--- src/rtl/uirq_pkg.sv ---
package uirq_pkg;

  localparam int DataW = 16;
  localparam int AddrW = 3;

  // register addresses
  localparam logic [AddrW-1:0] AddrEnSet  = 3'd0;
  localparam logic [AddrW-1:0] AddrEnClr  = 3'd1;
  localparam logic [AddrW-1:0] AddrMask   = 3'd2;
  localparam logic [AddrW-1:0] AddrSticky = 3'd3;
  localparam logic [AddrW-1:0] AddrRxTrig = 3'd4;
  localparam logic [AddrW-1:0] AddrTxTrig = 3'd5;
  localparam logic [AddrW-1:0] AddrLive   = 3'd6;

  // live status bit positions
  localparam int LvRxTrig  = 0;
  localparam int LvRxEmpty = 1;
  localparam int LvRxFull  = 2;
  localparam int LvTxEmpty = 3;
  localparam int LvTxFull  = 4;
  localparam int LvTxTrig  = 13;
  localparam int LvFifoBits = 5;

  // sticky-only bit positions
  localparam int StOverrun  = 5;
  localparam int StFrame    = 6;
  localparam int StParity   = 7;
  localparam int StTimeout  = 8;
  localparam int StModem    = 9;
  localparam int StTxTrig   = 10;
  localparam int StTxOvf    = 12;

  typedef struct packed {
    logic enSet;
    logic enClr;
    logic stickyClr;
    logic rxTrigWr;
    logic txTrigWr;
  } uirq_strb_t;

  typedef struct packed {
    logic overrun;
    logic timeout;
    logic frame;
    logic parity;
    logic modem;
    logic txOverflow;
  } uirq_evt_t;

endpackage

--- src/rtl/uirq_ctrl.sv ---
module uirq_ctrl
  import uirq_pkg::*;
(
  input  logic             regWrEn,
  input  logic [AddrW-1:0] regAddr,
  output uirq_strb_t       strb
);

  always_comb begin
    strb = '0;
    if (regWrEn) begin
      unique case (regAddr)
        AddrEnSet:  strb.enSet     = 1'b1;
        AddrEnClr:  strb.enClr     = 1'b1;
        AddrSticky: strb.stickyClr = 1'b1;
        AddrRxTrig: strb.rxTrigWr  = 1'b1;
        AddrTxTrig: strb.txTrigWr  = 1'b1;
        default:    strb = '0;
      endcase
    end
  end

  always_comb begin
    assert ($onehot0(strb)) else $error("p_one_strobe_r7: several strobes at once");
  end

endmodule

--- src/rtl/uirq_live.sv ---
module uirq_live
  import uirq_pkg::*;
#(
  parameter int FifoDepth = 64,
  parameter int CntW      = $clog2(FifoDepth + 1)
) (
  input  logic [CntW-1:0]  rxCount,
  input  logic [CntW-1:0]  txCount,
  input  logic [CntW-1:0]  rxTrig,
  input  logic [CntW-1:0]  txTrig,
  output logic [DataW-1:0] live
);

  localparam logic [CntW-1:0] Full = CntW'(FifoDepth);

  always_comb begin
    live = '0;
    live[LvRxTrig]  = (rxCount >= rxTrig);
    live[LvRxEmpty] = (rxCount == '0);
    live[LvRxFull]  = (rxCount == Full);
    live[LvTxEmpty] = (txCount == '0);
    live[LvTxFull]  = (txCount == Full);
    live[LvTxTrig]  = (txCount >= txTrig);
  end

  always_comb begin
    assert (!(live[LvRxFull] && live[LvRxEmpty]))
      else $error("p_rx_full_empty_r1: both flags high");
    assert (!(live[LvTxFull] && live[LvTxEmpty]))
      else $error("p_tx_full_empty_r1: both flags high");
  end

endmodule

--- src/rtl/uirq_regs.sv ---
module uirq_regs
  import uirq_pkg::*;
#(
  parameter int FifoDepth = 64,
  parameter int CntW      = $clog2(FifoDepth + 1),
  parameter int TrigReset = 32
) (
  input  logic             clk,
  input  logic             rstN,
  input  uirq_strb_t       strb,
  input  logic [DataW-1:0] wrData,
  input  logic [AddrW-1:0] rdAddr,
  input  logic [DataW-1:0] live,
  input  uirq_evt_t        evt,
  output logic [CntW-1:0]  rxTrig,
  output logic [CntW-1:0]  txTrig,
  output logic [DataW-1:0] rdData,
  output logic             irqOut
);

  localparam logic [CntW-1:0] TrigInit = CntW'(TrigReset);

  logic [DataW-1:0] maskQ, maskD;
  logic [DataW-1:0] stickyQ, stickyD;
  logic [DataW-1:0] setVec, clrVec, setMaskVec, clrMaskVec;
  logic [CntW-1:0]  rxTrigQ, txTrigQ;

  // set sources: fifo conditions, relocated tx trigger, datapath events
  always_comb begin
    setVec = '0;
    setVec[LvFifoBits-1:0] = live[LvFifoBits-1:0];
    setVec[StTxTrig] = live[LvTxTrig];
    setVec[StOverrun] = evt.overrun;
    setVec[StFrame]   = evt.frame;
    setVec[StParity]  = evt.parity;
    setVec[StTimeout] = evt.timeout;
    setVec[StModem]   = evt.modem;
    setVec[StTxOvf]   = evt.txOverflow;
  end

  assign clrVec     = strb.stickyClr ? wrData : '0;
  assign setMaskVec = strb.enSet ? wrData : '0;
  assign clrMaskVec = strb.enClr ? wrData : '0;

  // set has priority over clear
  assign stickyD = (stickyQ & ~clrVec) | setVec;
  assign maskD   = (maskQ | setMaskVec) & ~clrMaskVec;

  always_ff @(posedge clk) begin
    if (!rstN) begin
      maskQ   <= '0;
      stickyQ <= '0;
      rxTrigQ <= TrigInit;
      txTrigQ <= TrigInit;
    end else begin
      maskQ   <= maskD;
      stickyQ <= stickyD;
      if (strb.rxTrigWr) rxTrigQ <= wrData[CntW-1:0];
      if (strb.txTrigWr) txTrigQ <= wrData[CntW-1:0];
    end
  end

  assign rxTrig = rxTrigQ;
  assign txTrig = txTrigQ;
  assign irqOut = |(maskQ & stickyQ);

  always_comb begin
    rdData = '0;
    unique case (rdAddr)
      AddrMask:   rdData = maskQ;
      AddrSticky: rdData = stickyQ;
      AddrRxTrig: rdData = DataW'(rxTrigQ);
      AddrTxTrig: rdData = DataW'(txTrigQ);
      AddrLive:   rdData = live;
      default:    rdData = '0;
    endcase
  end

  // assertions
  p_event_sets_r3: assert property (@(posedge clk) disable iff (!rstN)
    evt.overrun |=> stickyQ[StOverrun]);

  p_txtrig_sets_r2: assert property (@(posedge clk) disable iff (!rstN)
    live[LvTxTrig] |=> stickyQ[StTxTrig]);

  p_sticky_keep_r4: assert property (@(posedge clk) disable iff (!rstN)
    1'b1 |=> (($past(stickyQ) & ~$past(clrVec) & ~stickyQ) == '0));

  p_set_wins_r5: assert property (@(posedge clk) disable iff (!rstN)
    (strb.stickyClr && wrData[StParity] && evt.parity) |=> stickyQ[StParity]);

  p_mask_stable_r7: assert property (@(posedge clk) disable iff (!rstN)
    (!strb.enSet && !strb.enClr) |=> $stable(maskQ));

  p_irq_needs_mask_r8: assert property (@(posedge clk) disable iff (!rstN)
    irqOut |-> (maskQ != '0 && stickyQ != '0));

endmodule

--- src/rtl/uart_irq_aggregator.sv ---
module uart_irq_aggregator
  import uirq_pkg::*;
#(
  parameter int FifoDepth = 64,
  parameter int TrigReset = 32,
  localparam int CntW     = $clog2(FifoDepth + 1)
) (
  input  logic             clk,
  input  logic             rstN,
  input  logic [CntW-1:0]  rxCount,
  input  logic [CntW-1:0]  txCount,
  input  logic             evRxOverrun,
  input  logic             evRxTimeout,
  input  logic             evFrame,
  input  logic             evParity,
  input  logic             evModem,
  input  logic             evTxOverflow,
  input  logic             regWrEn,
  input  logic [2:0]       regAddr,
  input  logic [15:0]      regWrData,
  output logic [15:0]      regRdData,
  output logic [15:0]      liveStatus,
  output logic             irqOut
);

  uirq_strb_t      strb;
  uirq_evt_t       evt;
  logic [CntW-1:0] rxTrig, txTrig;

  assign evt = '{overrun: evRxOverrun, timeout: evRxTimeout, frame: evFrame,
                 parity: evParity, modem: evModem, txOverflow: evTxOverflow};

  uirq_ctrl uCtrl (
    .regWrEn (regWrEn),
    .regAddr (regAddr),
    .strb    (strb)
  );

  uirq_live #(.FifoDepth(FifoDepth), .CntW(CntW)) uLive (
    .rxCount (rxCount),
    .txCount (txCount),
    .rxTrig  (rxTrig),
    .txTrig  (txTrig),
    .live    (liveStatus)
  );

  uirq_regs #(.FifoDepth(FifoDepth), .CntW(CntW), .TrigReset(TrigReset)) uRegs (
    .clk    (clk),
    .rstN   (rstN),
    .strb   (strb),
    .wrData (regWrData),
    .rdAddr (regAddr),
    .live   (liveStatus),
    .evt    (evt),
    .rxTrig (rxTrig),
    .txTrig (txTrig),
    .rdData (regRdData),
    .irqOut (irqOut)
  );

endmodule

--- config.mk ---
export PLATFORM = sky130hd
export DESIGN_NAME = uart_irq_aggregator
export DESIGN_NICKNAME = d
export VERILOG_FILES = /design/src/rtl/uirq_pkg.sv /design/src/rtl/uirq_ctrl.sv /design/src/rtl/uirq_live.sv /design/src/rtl/uirq_regs.sv /design/src/rtl/uart_irq_aggregator.sv
export SDC_FILE = /design/constraint.sdc
export NUM_CORES = 1
export LEC_CHECK = 0
export CAP_MARGIN = 15
export CORE_UTILIZATION = 42
export CTS_CLUSTER_DIAMETER = 60
export DETAILED_ROUTE_END_ITERATION = 16
export GPL_TIMING_DRIVEN = 0
export PLACE_DENSITY = 0.73
export SETUP_SLACK_MARGIN = 0.02
export SLEW_MARGIN = 20
export SYNTH_ARGS = -nofsm -noshare
export SYNTH_HDL_FRONTEND = slang
export SYNTH_SLANG_ARGS = --single-unit
--- constraint.sdc ---
create_clock -name clk -period 1.95 [get_ports clk]
set_input_delay 0.39 -clock clk [delete_from_list [all_inputs] [get_ports clk]]
set_output_delay 0.39 -clock clk [all_outputs]
set_load 0.005 [all_outputs]
==> impl_metrics.ini <==
[clocking]
cts_tree = done
ctsHoldBuffers = 0
clock_sink_count = 46
clockBufferDepth = 2
path_clk_slew_ns = 0.09
numCtsBuffers = 5
clock-root-buffer = clkbuf_8
clk_latency_ns = 0.30
htreeDepth = 2

[cells_and_area]
areaGrowthSynthToFinish_pct = 48.3
diodes = 0
finalNonFillerCells = 522
drive_above_1_share_pct = 31.5
post-route-util_pct = 64.6
nets = 500

[placed_design]
dp_hpwl_um = 5950
place.gp.congestion = 0.842
dp_cells = 490
io_buffers = 62

[worst_setup_path]
path_max_fanout = 2
r2r_slack_ns = 0.21
crit_required_ns = 1.56
rr_endpoint = uRegs.stickyQ[0]
critPathCaptureType = output pin
path_cells = inv_2, ha_4, a21o_1, a31oi_2, o21ai_4, a31o_2, buf_2
regToRegStartpoint = uRegs.rxTrig[2]
crit_path_end = regRdData[0]
crit_type = reg2out
cp-startpoint = uRegs.rxTrig[2]
arrival_ns = 1.75
start_kind = register
ff2ff_path_depth = 9
critPathMaxStageDelay_ns = 0.35
cp_slowest_cell = dfxtp_2

[pwr]
swShare_pct = 27.1
p_clk_share_pct = 33.1
irDropWorstVdd_mv = 0.396
seq_power_share_pct = 45.1
p_sw_mw = 0.596
total_power_mw = 2.20
p_per_area_mw_per_mm2 = 535
leakage_nw = 1.65
p_comb_share_pct = 21.8
p_int_mw = 1.60

[detailed_routing]
drc = 0
vias_per_cell = 5.55
avgRoutedWirePerCell_um = 17.4
dr_total_vias = 2897
first_iter_violations = 229
detail-route-antenna-nets = 0
dr.pass1.iters = 5
drt_wl_total_um = 9070

[logic_synthesis]
post-synth-top-count-cell = nand2_1
syn_inst = 342
synth_top_flop_cell = dfxtp_1
postSynth.asyncResetShare_pct = 0
synth_top_cell_area_share_pct = 33.3
synth_enable_flop_cells = 0
synth.top_cells.by_count = nand2_1 (63), dfxtp_1 (46), a21oi_1 (22)
yosysWarnings = 0
mappedNetlistArea_mm2 = 0.00277
yosysSeqAreaShare_pct = 33.3
avgSynthCellArea_um2 = 8.09
synth_area_leaders = dfxtp_1 (33%), nand2_1 (8.6%), mux2i_1 (6.5%)
synth_cell_types = 42
synth_top_area_cell = dfxtp_1
ys_ff_latch = 46

[floorplan]
dieHeight_um = 83.1
dieArea_mm2 = 0.00691
start_util_pct = 43.5
die_w_um = 83.1
ios = 75
rows = 29
core-area_mm2 = 0.00635

[grt]
grt_first_pass_wirelength_um = 13800
globalRouteOverflowTotal = 0
grt_max_degree = 15
grt_pass1_vias = 2785
grt.total_usage_pct = 25.2
antenna_found_initial = 0

[sta]
slew_viol_final = 0
setup_viol = 6
worst_pin_slew_ns = 0.654
clock_skew_ns = 0.00521
fin_ws_ns = -0.194
fmax_ghz = 0.466
grt_setup_unrepaired = yes
tns_ns = -0.529
fin_crit_ns = 2.14
hold_viol_final = 0
post-route-period-util_pct = 110
slew_headroom_pct = 56.4

[job]
drv_cap = 0

[outcome]
outcome = complete, but fails checks
violations = setup timing

[min_path]
min_path_type = reg2reg
sequential cells by signal, summed over array words and instances (netlist names):
name / flops
uRegs.rxTrig: 7
uRegs.txTrig: 7
uRegs.maskQ: 16
uRegs.stickyQ: 16
worst max-delay path, delay by kind of cell, from the launching register on:
family          cells  cell delay (ns)
buf+inv             2             0.16
flops               1             0.35
fa+ha+maj           1             0.21
compound gates      4             0.72
cell families (layout without fill, tap and decap cells):
family                   count (synthesis)  count (layout)  synth area share, %
AND/OR/NAND/NOR                        136             136                 24.5
AO/OA/AOI/OAI                           80              80                 19.9
flip-flops                              46              46                 33.3
buffers and inverters                   44             138                 8.10
multiplexers                            21              21                 7.74
adder cells (fa/ha/maj)                 14              14                 6.33
other                                    1              10                0.136
layout make-up:
type | count | area (um2)
fillers | 504 | 2250
multi-input cells | 261 | 1960
flip-flops and latches | 46 | 940
repair buffers | 88 | 743
plain buffers | 27 | 196
well taps | 77 | 96.3
clock buffers | 6 | 72.6
inverters | 15 | 56.3
clock inverters | 2 | 37.5
power groups by stage:
stage	registers [mW]	clock network, mW	logic, mW
2_1_floorplan	1.00	0	0.190
3_3_place_gp	1.01	0	0.367
3_5_place_dp	1.01	0	0.374
4_1_cts	0.990	0.736	0.420
5_1_grt	0.993	0.781	0.513
6_report	0.991	0.727	0.478
stage by stage:
step                hold WS, ns  cell area (um2)  setup WS, ns
CTS                       0.457             3950        -0.176
detailed placement        0.444             3520         -1.00
global placement          0.437             3520         -1.08
global route              0.473             4100        -0.264
finish                    0.464             4100        -0.194
floorplan                 0.422             2800         0.158
layout by cell type (no fill, tap or decap), drive strengths merged, types with 2 or more instances in the layout:
| cell | n |
|---|---|
| nand4 | 5 |
| nand3 | 4 |
| and2b | 2 |
| nand2b | 3 |
| mux2 | 3 |
| a22o | 4 |
| o21ai | 4 |
| ha | 14 |
| conb | 10 |
| or2 | 16 |
| mux2i | 18 |
| a21o | 2 |
| o211ai | 4 |
| clkbuf | 20 |
| nor2 | 14 |
| clkdlybuf4s15 | 3 |
| nor4 | 2 |
| dlygate4sd2 | 13 |
| nor2b | 16 |
| inv | 15 |
| and3b | 2 |
| nand2 | 63 |
| a221oi | 6 |
| dfxtp | 46 |
| o21a | 3 |
| a31oi | 2 |
| a21boi | 26 |
| nand4b | 2 |
| a22oi | 4 |
| buf | 59 |
| clkdlybuf4s50 | 26 |
| a21oi | 22 |
| and3 | 4 |
layer usage:
layer | vias up | track usage [%] | part of all wire (%)
li1 | 1366 | - | -
met1 | 1385 | 31.9 | 43
met2 | 119 | 42.5 | 49
met3 | 27 | 5.27 | 5.7
met4 | 0 | 8.31 | 2.1
met5 | - | 0 | 0
what timing repair did:
action                                  CTS  global route
endpoints found under the setup margin   23            13
pin swaps                                29            26
buffers inserted                         22             6
resized for setup                       139            51
worst min path at each step:
stage | startpoint | to | slack, ns | depth (start not counted)
6_report | uRegs.stickyQ[13] | uRegs.stickyQ[13] | 0.46 | 2
5_1_grt | uRegs.stickyQ[15] | uRegs.stickyQ[15] | 0.47 | 2
3_5_place_dp | uRegs.stickyQ[15] | uRegs.stickyQ[15] | 0.44 | 2
3_3_place_gp | uRegs.stickyQ[11] | uRegs.stickyQ[11] | 0.44 | 2
4_1_cts | uRegs.stickyQ[15] | uRegs.stickyQ[15] | 0.46 | 2
2_1_floorplan | uRegs.stickyQ[13] | uRegs.stickyQ[13] | 0.42 | 2
(Power assumes the default switching activity.)
